==> src/rtl/scope_pkg.sv <==
package scope_pkg;

  localparam int BUS_W = 32;

  // control-word bit positions (write to address 0)
  localparam int CTL_REARM  = 31;
  localparam int CTL_FORCE  = 27;
  localparam int CTL_NOEXT  = 26;

  // status-word bit positions (read of address 0)
  localparam int ST_STOPPED = 31;
  localparam int ST_TRIG    = 30;
  localparam int ST_PRIMED  = 29;
  localparam int ST_NOEXT   = 26;
  localparam int ST_LOG_LSB = 20;
  localparam int ST_LOG_W   = 5;
  localparam int HOLD_FIELD = 20;

  // strobes from control to datapath
  typedef struct packed {
    logic rearm;      // clear write pointer and read offset
    logic wrEn;       // store sample, advance write pointer
    logic rdAdvance;  // data-port read: advance read offset
  } scopeStrobe_t;

endpackage

==> src/rtl/scope_ctrl.sv <==
module scope_ctrl
  import scope_pkg::*;
#(
  parameter int LOG_DEPTH = 5,
  parameter int HOLD_W    = 20
) (
  input  logic             clk,
  input  logic             rst,
  input  logic             sampleEn,
  input  logic             trigIn,
  input  logic             busStb,
  input  logic             busWe,
  input  logic             busAddr,
  input  logic [BUS_W-1:0] busWdata,
  input  logic             wrapPoint,
  output scopeStrobe_t     st,
  output logic [BUS_W-1:0] statusWord,
  output logic             stopIrq
);

  localparam logic [ST_LOG_W-1:0] LOG_FIELD = ST_LOG_W'(LOG_DEPTH);

  logic              primed, triggered, stopped;
  logic              trigDisable;
  logic [HOLD_W-1:0] holdoff, holdCnt;
  logic              ctrlWrite, forceTrig, trigEvent, armedNow;
  logic              unusedBits;

  assign ctrlWrite = busStb && busWe && !busAddr;
  assign forceTrig = ctrlWrite && busWdata[CTL_FORCE] && !busWdata[CTL_REARM];
  assign trigEvent = primed && !triggered && !stopped &&
                     (forceTrig || (trigIn && !trigDisable));
  assign armedNow  = triggered || trigEvent;

  always_comb begin
    st.rearm     = rst || (ctrlWrite && busWdata[CTL_REARM]);
    st.wrEn      = sampleEn && !stopped;
    st.rdAdvance = busStb && !busWe && busAddr;
  end

  // configuration registers
  always_ff @(posedge clk) begin
    if (rst) begin
      holdoff     <= '0;
      trigDisable <= 1'b0;
    end else if (ctrlWrite) begin
      holdoff     <= busWdata[HOLD_W-1:0];
      trigDisable <= busWdata[CTL_NOEXT];
    end
  end

  // capture state
  always_ff @(posedge clk) begin
    if (st.rearm) begin
      primed    <= 1'b0;
      triggered <= 1'b0;
      stopped   <= 1'b0;
      holdCnt   <= '0;
    end else begin
      if (trigEvent) triggered <= 1'b1;
      if (st.wrEn && wrapPoint) primed <= 1'b1;
      if (st.wrEn && armedNow) begin
        if (holdCnt >= holdoff) stopped <= 1'b1;
        else holdCnt <= holdCnt + 1'b1;
      end
    end
  end

  assign stopIrq = stopped;

  always_comb begin
    statusWord                                 = '0;
    statusWord[ST_STOPPED]                     = stopped;
    statusWord[ST_TRIG]                        = triggered;
    statusWord[ST_PRIMED]                      = primed;
    statusWord[ST_NOEXT]                       = trigDisable;
    statusWord[ST_LOG_LSB +: ST_LOG_W]         = LOG_FIELD;
    statusWord[HOLD_W-1:0]                     = holdoff;
  end

  assign unusedBits = ^{busWdata[30:28], busWdata[25:HOLD_W]};

  // no trigger before the buffer is primed
  a_r2_trig_needs_primed: assert property (@(posedge clk) disable iff (rst)
    $rose(triggered) |-> $past(primed));

  a_r2_primed_sticky: assert property (@(posedge clk) disable iff (rst)
    (primed && !st.rearm) |=> primed);

  // stopping only happens after a trigger
  a_r4_stop_implies_trig: assert property (@(posedge clk) disable iff (rst)
    stopped |-> triggered);

  // frozen until re-arm
  a_r5_stop_sticky: assert property (@(posedge clk) disable iff (rst)
    (stopped && !st.rearm) |=> stopped);

  // interrupt rises only after an enabled sample
  a_r11_irq_after_sample: assert property (@(posedge clk) disable iff (rst)
    $rose(stopIrq) |-> $past(sampleEn));

endmodule

==> src/rtl/scope_datapath.sv <==
module scope_datapath
  import scope_pkg::*;
#(
  parameter int LOG_DEPTH = 5,
  parameter int DATA_W    = 32
) (
  input  logic              clk,
  input  logic              rst,
  input  scopeStrobe_t      st,
  input  logic [DATA_W-1:0] sampleData,
  input  logic              busStb,
  input  logic              busAddr,
  input  logic [BUS_W-1:0]  statusWord,
  output logic              wrapPoint,
  output logic              busAck,
  output logic [BUS_W-1:0]  busRdata
);

  localparam int DEPTH  = 1 << LOG_DEPTH;
  localparam int ADDR_W = LOG_DEPTH;

  logic [DATA_W-1:0] mem [DEPTH];
  logic [ADDR_W-1:0] wrAddr, rdOff, rdAddr;
  logic [DATA_W-1:0] ramQ;
  logic [BUS_W-1:0]  ramWide;
  logic              addrQ, ackPipe;

  assign wrapPoint = &wrAddr;
  assign rdAddr    = wrAddr + rdOff;

  always_ff @(posedge clk) begin
    if (st.rearm) wrAddr <= '0;
    else if (st.wrEn) wrAddr <= wrAddr + 1'b1;
  end

  always_ff @(posedge clk) begin
    if (st.wrEn) mem[wrAddr] <= sampleData;
  end

  always_ff @(posedge clk) begin
    if (st.rearm) rdOff <= '0;
    else if (st.rdAdvance) rdOff <= rdOff + 1'b1;
  end

  always_ff @(posedge clk) begin
    ramQ <= mem[rdAddr];
  end

  generate
    if (DATA_W < BUS_W) begin : g_pad
      assign ramWide = {{(BUS_W-DATA_W){1'b0}}, ramQ};
    end else begin : g_trunc
      assign ramWide = ramQ[BUS_W-1:0];
    end
  endgenerate

  always_ff @(posedge clk) begin
    if (rst) begin
      ackPipe <= 1'b0;
      busAck  <= 1'b0;
      addrQ   <= 1'b0;
    end else begin
      ackPipe <= busStb;
      busAck  <= ackPipe;
      addrQ   <= busAddr;
    end
  end

  always_ff @(posedge clk) begin
    busRdata <= addrQ ? ramWide : statusWord;
  end

  // acknowledge exactly two clocks after a strobe
  a_r7_ack_two: assert property (@(posedge clk) disable iff (rst)
    busStb |-> ##2 busAck);

  a_r7_ack_none: assert property (@(posedge clk) disable iff (rst)
    !busStb |-> ##2 !busAck);

  // pointer steps by one per recorded sample
  a_r1_addr_step: assert property (@(posedge clk) disable iff (rst)
    (st.wrEn && !st.rearm) |=> (wrAddr == ADDR_W'($past(wrAddr) + 1'b1)));

  // offset steps by one per data read
  a_r6_offset_step: assert property (@(posedge clk) disable iff (rst)
    (st.rdAdvance && !st.rearm) |=> (rdOff == ADDR_W'($past(rdOff) + 1'b1)));

  // re-arm clears both pointers
  a_r10_rearm_clear: assert property (@(posedge clk) disable iff (rst)
    st.rearm |=> (wrAddr == '0 && rdOff == '0));

endmodule

==> src/rtl/trig_capture_scope.sv <==
module trig_capture_scope
  import scope_pkg::*;
#(
  parameter int LOG_DEPTH = 5,
  parameter int DATA_W    = 32,
  parameter int HOLD_W    = 20
) (
  input  logic              clk,
  input  logic              rst,
  input  logic              sampleEn,
  input  logic [DATA_W-1:0] sampleData,
  input  logic              trigIn,
  input  logic              busStb,
  input  logic              busWe,
  input  logic              busAddr,
  input  logic [31:0]       busWdata,
  output logic              busAck,
  output logic [31:0]       busRdata,
  output logic              stopIrq
);

  scopeStrobe_t     strobes;
  logic [BUS_W-1:0] statusWord;
  logic             wrapPoint;

  scope_ctrl #(.LOG_DEPTH(LOG_DEPTH), .HOLD_W(HOLD_W)) u_ctrl (
    .clk        (clk),
    .rst        (rst),
    .sampleEn   (sampleEn),
    .trigIn     (trigIn),
    .busStb     (busStb),
    .busWe      (busWe),
    .busAddr    (busAddr),
    .busWdata   (busWdata),
    .wrapPoint  (wrapPoint),
    .st         (strobes),
    .statusWord (statusWord),
    .stopIrq    (stopIrq)
  );

  scope_datapath #(.LOG_DEPTH(LOG_DEPTH), .DATA_W(DATA_W)) u_data (
    .clk        (clk),
    .rst        (rst),
    .st         (strobes),
    .sampleData (sampleData),
    .busStb     (busStb),
    .busAddr    (busAddr),
    .statusWord (statusWord),
    .wrapPoint  (wrapPoint),
    .busAck     (busAck),
    .busRdata   (busRdata)
  );

endmodule

==> config.mk <==
export PLATFORM = sky130hd
export DESIGN_NAME = trig_capture_scope
export DESIGN_NICKNAME = d
export VERILOG_FILES = /design/src/rtl/scope_pkg.sv /design/src/rtl/scope_ctrl.sv /design/src/rtl/scope_datapath.sv /design/src/rtl/trig_capture_scope.sv
export SDC_FILE = /design/constraint.sdc
export NUM_CORES = 1
export LEC_CHECK = 0
export BUFFER_PORTS_ARGS = -buffer_cell sky130_fd_sc_hd__buf_2
export CAP_MARGIN = 20
export CORE_MARGIN = 2
export CORE_UTILIZATION = 56
export DETAILED_ROUTE_END_ITERATION = 8
export PLACE_DENSITY = 0.76
export SLEW_MARGIN = 20
export SYNTH_ARGS = -nofsm -noshare
export SYNTH_HDL_FRONTEND = slang
export SYNTH_SLANG_ARGS = --single-unit
==> constraint.sdc <==
create_clock -name clk -period 3 [get_ports clk]
set_input_delay 0 -clock clk [delete_from_list [all_inputs] [get_ports clk]]
set_output_delay 0 -clock clk [all_outputs]
set_load 0.03 [all_outputs]
Word level (Yosys, flattened, before mapping)
Memories as Yosys holds them, arrays and structs flattened. A register that Yosys moved wholly into a read port is not among the register bits. Cells that the tools add are included.

Add/subtract/negate cells: 4. Multipliers: 0. Divide/modulo/power cells: 0. Order comparisons: 1. Equal/unequal tests: 0. Shifts and indexed selects: 0. Mux-type cells: 3. Bitwise logic cells: 1. Reduce and logical (&&, ||, !) cells: 26.

Operator list (count): 32-bit two-way mux (1); 20-bit by 1-bit adder with 20-bit output, second input constant (1); 20-bit greater-or-equal comparator (1); 1-bit logical AND (14); 5-bit by 1-bit adder with 5-bit output, second input constant (2); 1-bit zero test (6); 5-bit adder (1); 5-bit AND reduction (1); 2-bit AND reduction (2); 1-bit logical OR (3); 1-bit two-way mux (2); 1-bit inverter (1).

Register bits after elaboration: 89. Bits in latches: 0. Memory bits (writable): 1024. Memory bits (read-only): 0. Input bits: 71. Output and inout bits: 34. Word-level logic and storage cells: 49. Memories kept: 1.

Memory list: u_data.mem (words 32, bits a word 32, rd ports 1, clocked after Yosys merged registers in 1, write ports 1, line scope_datapath.sv:22) `logic [DATA_W-1:0] mem [DEPTH];`.

Depth between registers and ports, before layout
Depth in word-level cells: 9. Gate-level depth with buffers: 8. Mapped depth without buffers: 7.

Cells and area by module
From an unflattened synthesis, not the netlist that was laid out.

Cell total of the unflattened synthesis: 3036. Area, all modules: 46304.4 sq um.

By module, submodules not included: scope_datapath (instances 1, cells each 2724, area each 43800.8 sq um, sequential area each 32291.0 sq um); scope_ctrl (instances 1, cells each 312, area each 2503.7 sq um, sequential area each 880.8 sq um).

Least setup slack after synthesis
OpenSTA, ideal clock, no wires.

Path type: register to register. Start point: register u_ctrl.stopped (netlist: u_ctrl.stopIrq). End point: memory u_data.mem[15][0], enable pin. Setup time: 0.421 ns. Arrival time: 2.695 ns. Required time: 2.579 ns. Slack: -0.116 ns. Stages on the path, launching flop included: 6. Path buffers: 2. Period minus slack after synthesis: 3.116 ns. Cells stage by stage: dfxtp_1 > nor2b_1 > clkbuf_1 > buf_2 > nand2_1 > nor2_1.

Longest elaborated chain between the ends: 4.

Ends and longest elaborated chain: start, declared (line scope_ctrl.sv:23) `logic primed, triggered, stopped;`; start signal, assigned (line scope_ctrl.sv:57) `stopped <= 1'b0;`; start signal, assigned (line scope_ctrl.sv:63) `if (holdCnt >= holdoff) stopped <= 1'b1;`; 1-bit zero test (line scope_ctrl.sv:37) `st.wrEn = sampleEn && !stopped;`; 1-bit logical AND (line scope_ctrl.sv:37); 1-bit two-way mux (line scope_datapath.sv:37) `if (st.wrEn) mem[wrAddr] <= sampleData;`; 1-bit two-way mux (not written as such) (line scope_datapath.sv:37); end, declared (line scope_datapath.sv:22).

Every way passes these cells.

Final worst setup path
Start point: register u_data.rdOff[0]. End point: register u_data.ramQ[3] (read register of u_data.mem).

Longest elaborated chain between the ends: 1.

Ends and longest elaborated chain: start, declared (line scope_datapath.sv:23) `logic [ADDR_W-1:0] wrAddr, rdOff, rdAddr;`; start signal, assigned (line scope_datapath.sv:42) `else if (st.rdAdvance) rdOff <= rdOff + 1'b1;`; 5-bit adder (line scope_datapath.sv:29) `assign rdAddr = wrAddr + rdOff;`; end, declared (line scope_datapath.sv:24) `logic [DATA_W-1:0] ramQ;`.

Every way passes these cells. A chain may end at the register's enable or synchronous reset.

==> flow_metrics.tcl <==
set metrics [dict create \
    synth.most_common_cell "edfxtp_1" \
    grt_pass1_wl_mm 154.6 \
    critPathMaxStageDelay_ns 0.84 \
    fmax_mhz 339.6 \
    holdCritPathClass "in2reg" \
    yosysTopAreaCellShare_pct 69.28 \
    track_usage_pct 26.07 \
    seqCellArea_um2 33170 \
    power_leakage_nw 17.74 \
    yosys.area.top_type "edfxtp_1" \
    num_rows 103 \
    num_io_pins 105 \
    path_cells "ha_4 > fa_4 > buf_4 > buf_12 > mux4_2 > mux2i_1 > mux2i_1 > mux2_2" \
    async_flop_share_pct 0 \
    grt_max_degree 44 \
    criticalPathCategory "reg2reg" \
    htreeDepth 3 \
    min_from "trigIn" \
    relSlewSlack_pct 42.04 \
    grt-ovfl-total 0 \
    synth_ff_type "edfxtp_1" \
    layout-drive-gt1-share_pct 29.00 \
    nets 2600 \
    clock-root-buffer "clkbuf_16" \
    dp_slack_ns 0.05266 \
    drt_wl_total_mm 105.7 \
    hold_path_end "u_ctrl.holdCnt[8]" \
    netlist_area_um2 44390 \
    finalCriticalPeriod_ns 2.945 \
    crit_top_cell "mux2i_1" \
    ys_types 44 \
    hold_depth 5 \
    drcViolationCount 0 \
    ir_worst_vdd_v 0.0005092 \
    worst_slew_pin_slew_ns 0.8673 \
    fin_crit_sh_pct 98.15 \
    finClkSkew_ns 0.03402 \
    synthTopCellsByCount "1,024 x edfxtp_1, 256 x mux4_2, 214 x mux2i_1" \
    setup_slack_ns 0.05539 \
    cp.arrival_ns 3.51 \
    routedWlPerCell_um 28.99 \
    initial_core_util_pct 56.37 \
    slew_viol_final 0 \
    clk_latency_ns 0.69 \
    status "finished, final reports clean" \
    path_clk_slew_ns 0.06 \
    drv_cap 0 \
    endpoint_kind "flip-flop" \
    reg2reg_depth 8 \
    final_cells 3644 \
    ff2ff_setup_slack_ns 0.06 \
    cts_buffers 110 \
    cts.sinks 1145 \
    synthToLayoutAreaGrowth_pct 18.35 \
    syn_avg_cell_area_um2 20.51 \
    num-fill-cells 4805 \
    syn-instance-count 2164 \
    gp_congestion 0.8450 \
    multi_input_area_um2 10810 \
    die_y_um 285.5 \
    rr_startpoint "u_data.rdOff[0]" \
    finalSetupViolCount 0 \
    synth_seq_cells 1145 \
    ys.warnings.count 0 \
    whs_ns 0.2167 \
    cts_buffer_depth 3 \
    power_density_nw_per_um2 675.9 \
    place_inst 3324 \
    synth_edf_count 1024 \
    hold_viol 0 \
    crit_fanout 38 \
    yosysSeqAreaShare_pct 74.73 \
    cts_tree "yes" \
    cpMaxStageDelayCell "fa_4" \
    numPortBuffers 95 \
    core_um2 78740 \
    synthTopCellsByArea "edfxtp_1 69%, mux4_2 13%, dfxtp_1 5.5%" \
    postRouteAntennaNets 0 \
    drt_iter0_drc 2685 \
    cp.required_ns 3.56 \
    start_kind "flip-flop" \
    rr_endpoint "u_data.ramQ[3]" \
    first_global_vias 23740 \
    syn_nets 2267 \
    antenna_found_initial 3 \
    drtPass1Iterations 5 \
    dp_hpwl_mm 57.06 \
    die_area_um2 81530 \
    vias 22790 \
    via_per_inst 6.255 \
    die_w_um 285.5 \
]
[sequential cells by signal, indices dropped and copies added, names as in the netlist]
name / flops
u_ctrl.holdCnt: 20
u_ctrl.holdoff: 20
u_ctrl.primed: 1
u_ctrl.stopIrq: 1
u_ctrl.trigDisable: 1
u_ctrl.triggered: 1
u_data.ackPipe: 1
u_data.addrQ: 1
u_data.busAck: 1
u_data.busRdata: 32
u_data.mem: 1024
u_data.ramQ: 32
u_data.rdOff: 5
u_data.wrAddr: 5
[power breakdown]
part	internal [mW]	switching [mW]
clock	8.94	5.88
combinational	1.47	1.49
sequential	17.6	0.146
[per-stage QoR]
| step | power [mW] | area, µm² | setup TNS, ns | util (%) |
|---|---|---|---|---|
| floorplan | 19.93 | 44390 | -91.80 | - |
| global placement | 20.77 | 47410 | 0 | 60.21 |
| detailed placement | 20.87 | 47420 | 0 | 60.22 |
| CTS | 35.66 | 52480 | 0 | 66.65 |
| global route | 36.49 | 52530 | -0.005412 | 66.71 |
| finish | 35.51 | 52530 | 0 | 66.71 |
[cell families (layout without fill, tap and decap cells)]
kind of cell	after synthesis	in the layout	share of synthesized area (%)
AO/OA/AOI/OAI	88	88	1.223
multiplexers	505	505	18.70
adder cells (fa/ha/maj)	32	32	0.9190
buffers and inverters	144	573	1.590
AND/OR/NAND/NOR	239	239	2.571
XOR/XNOR	11	11	0.2593
other	0	1	0
flip-flops	1145	1145	74.73
[critical path, delay by kind of cell, from the launching register on]
kind | cells | cell delay (ns)
flip-flops | 1 | 0.37
adder cells (fa/ha/maj) | 2 | 1.03
buffers and inverters | 2 | 0.37
multiplexers | 4 | 1.01
[layout make-up]
| class | instances | share of cell area (%) |
|---|---|---|
| clock buffer | 145 | 5.933 |
| clock inverter | 63 | 1.584 |
| sequential | 1145 | 63.15 |
| inverter | 29 | 0.2072 |
| timing repair buffer | 336 | 6.040 |
| tap | 1050 | 2.501 |
| antenna | 1 | 0.004764 |
| multi-input combinational | 875 | 20.58 |
[how the worst max path moves through the flow]
stage / startpoint / end / slack, ns / cells after the start
global route: u_data.rdOff[0] / u_data.ramQ[27] / -0.005 / 8
global placement: u_data.rdOff[0] / u_data.ramQ[22] / 0.11 / 8
finish: u_data.rdOff[0] / u_data.ramQ[3] / 0.06 / 8
floorplan: u_ctrl.stopIrq / u_data.mem[15][0] / -0.12 / 5
CTS: u_data.rdOff[0] / u_data.ramQ[22] / 0.02 / 8
detailed placement: u_data.rdOff[0] / u_data.ramQ[26] / 0.05 / 8
[layout by cell type, fill, tap and decap left out, drive strengths merged, types with 12 or more instances in the layout]
master / n
a21oi: 32
buf: 227
bufinv: 19
clkbuf: 146
clkinv: 35
dfxtp: 121
dlygate4sd3: 107
edfxtp: 1024
ha: 31
inv: 32
mux2: 35
mux2i: 214
mux4: 256
nand2: 100
nand2b: 18
nor2: 50
nor4: 23
o2111ai: 12
o21ai: 23
[metal layers]
metal / vias to the layer above / track usage (%) / routed length (µm)
li1: 9496 / - / -
met5: - / 0 / 13
met2: 1164 / 44.11 / 53690
met1: 11950 / 35.46 / 40240
met3: 182 / 3.844 / 8973
met4: 2 / 8.141 / 2732
[timing repair]
| action | 4_1_cts | 5_1_grt |
|---|---|---|
| pin swaps | 0 | 0 |
| endpoints found under the hold margin | 1069 | 0 |
| hold buffers | 107 | 0 |
| setup endpoints to repair | 1 | 9 |
| gates cloned | 1 | 1 |
| resized for setup | 2 | 2 |
| buffers inserted | 0 | 2 |
No activity file was read; power rests on OpenSTA's default activity.
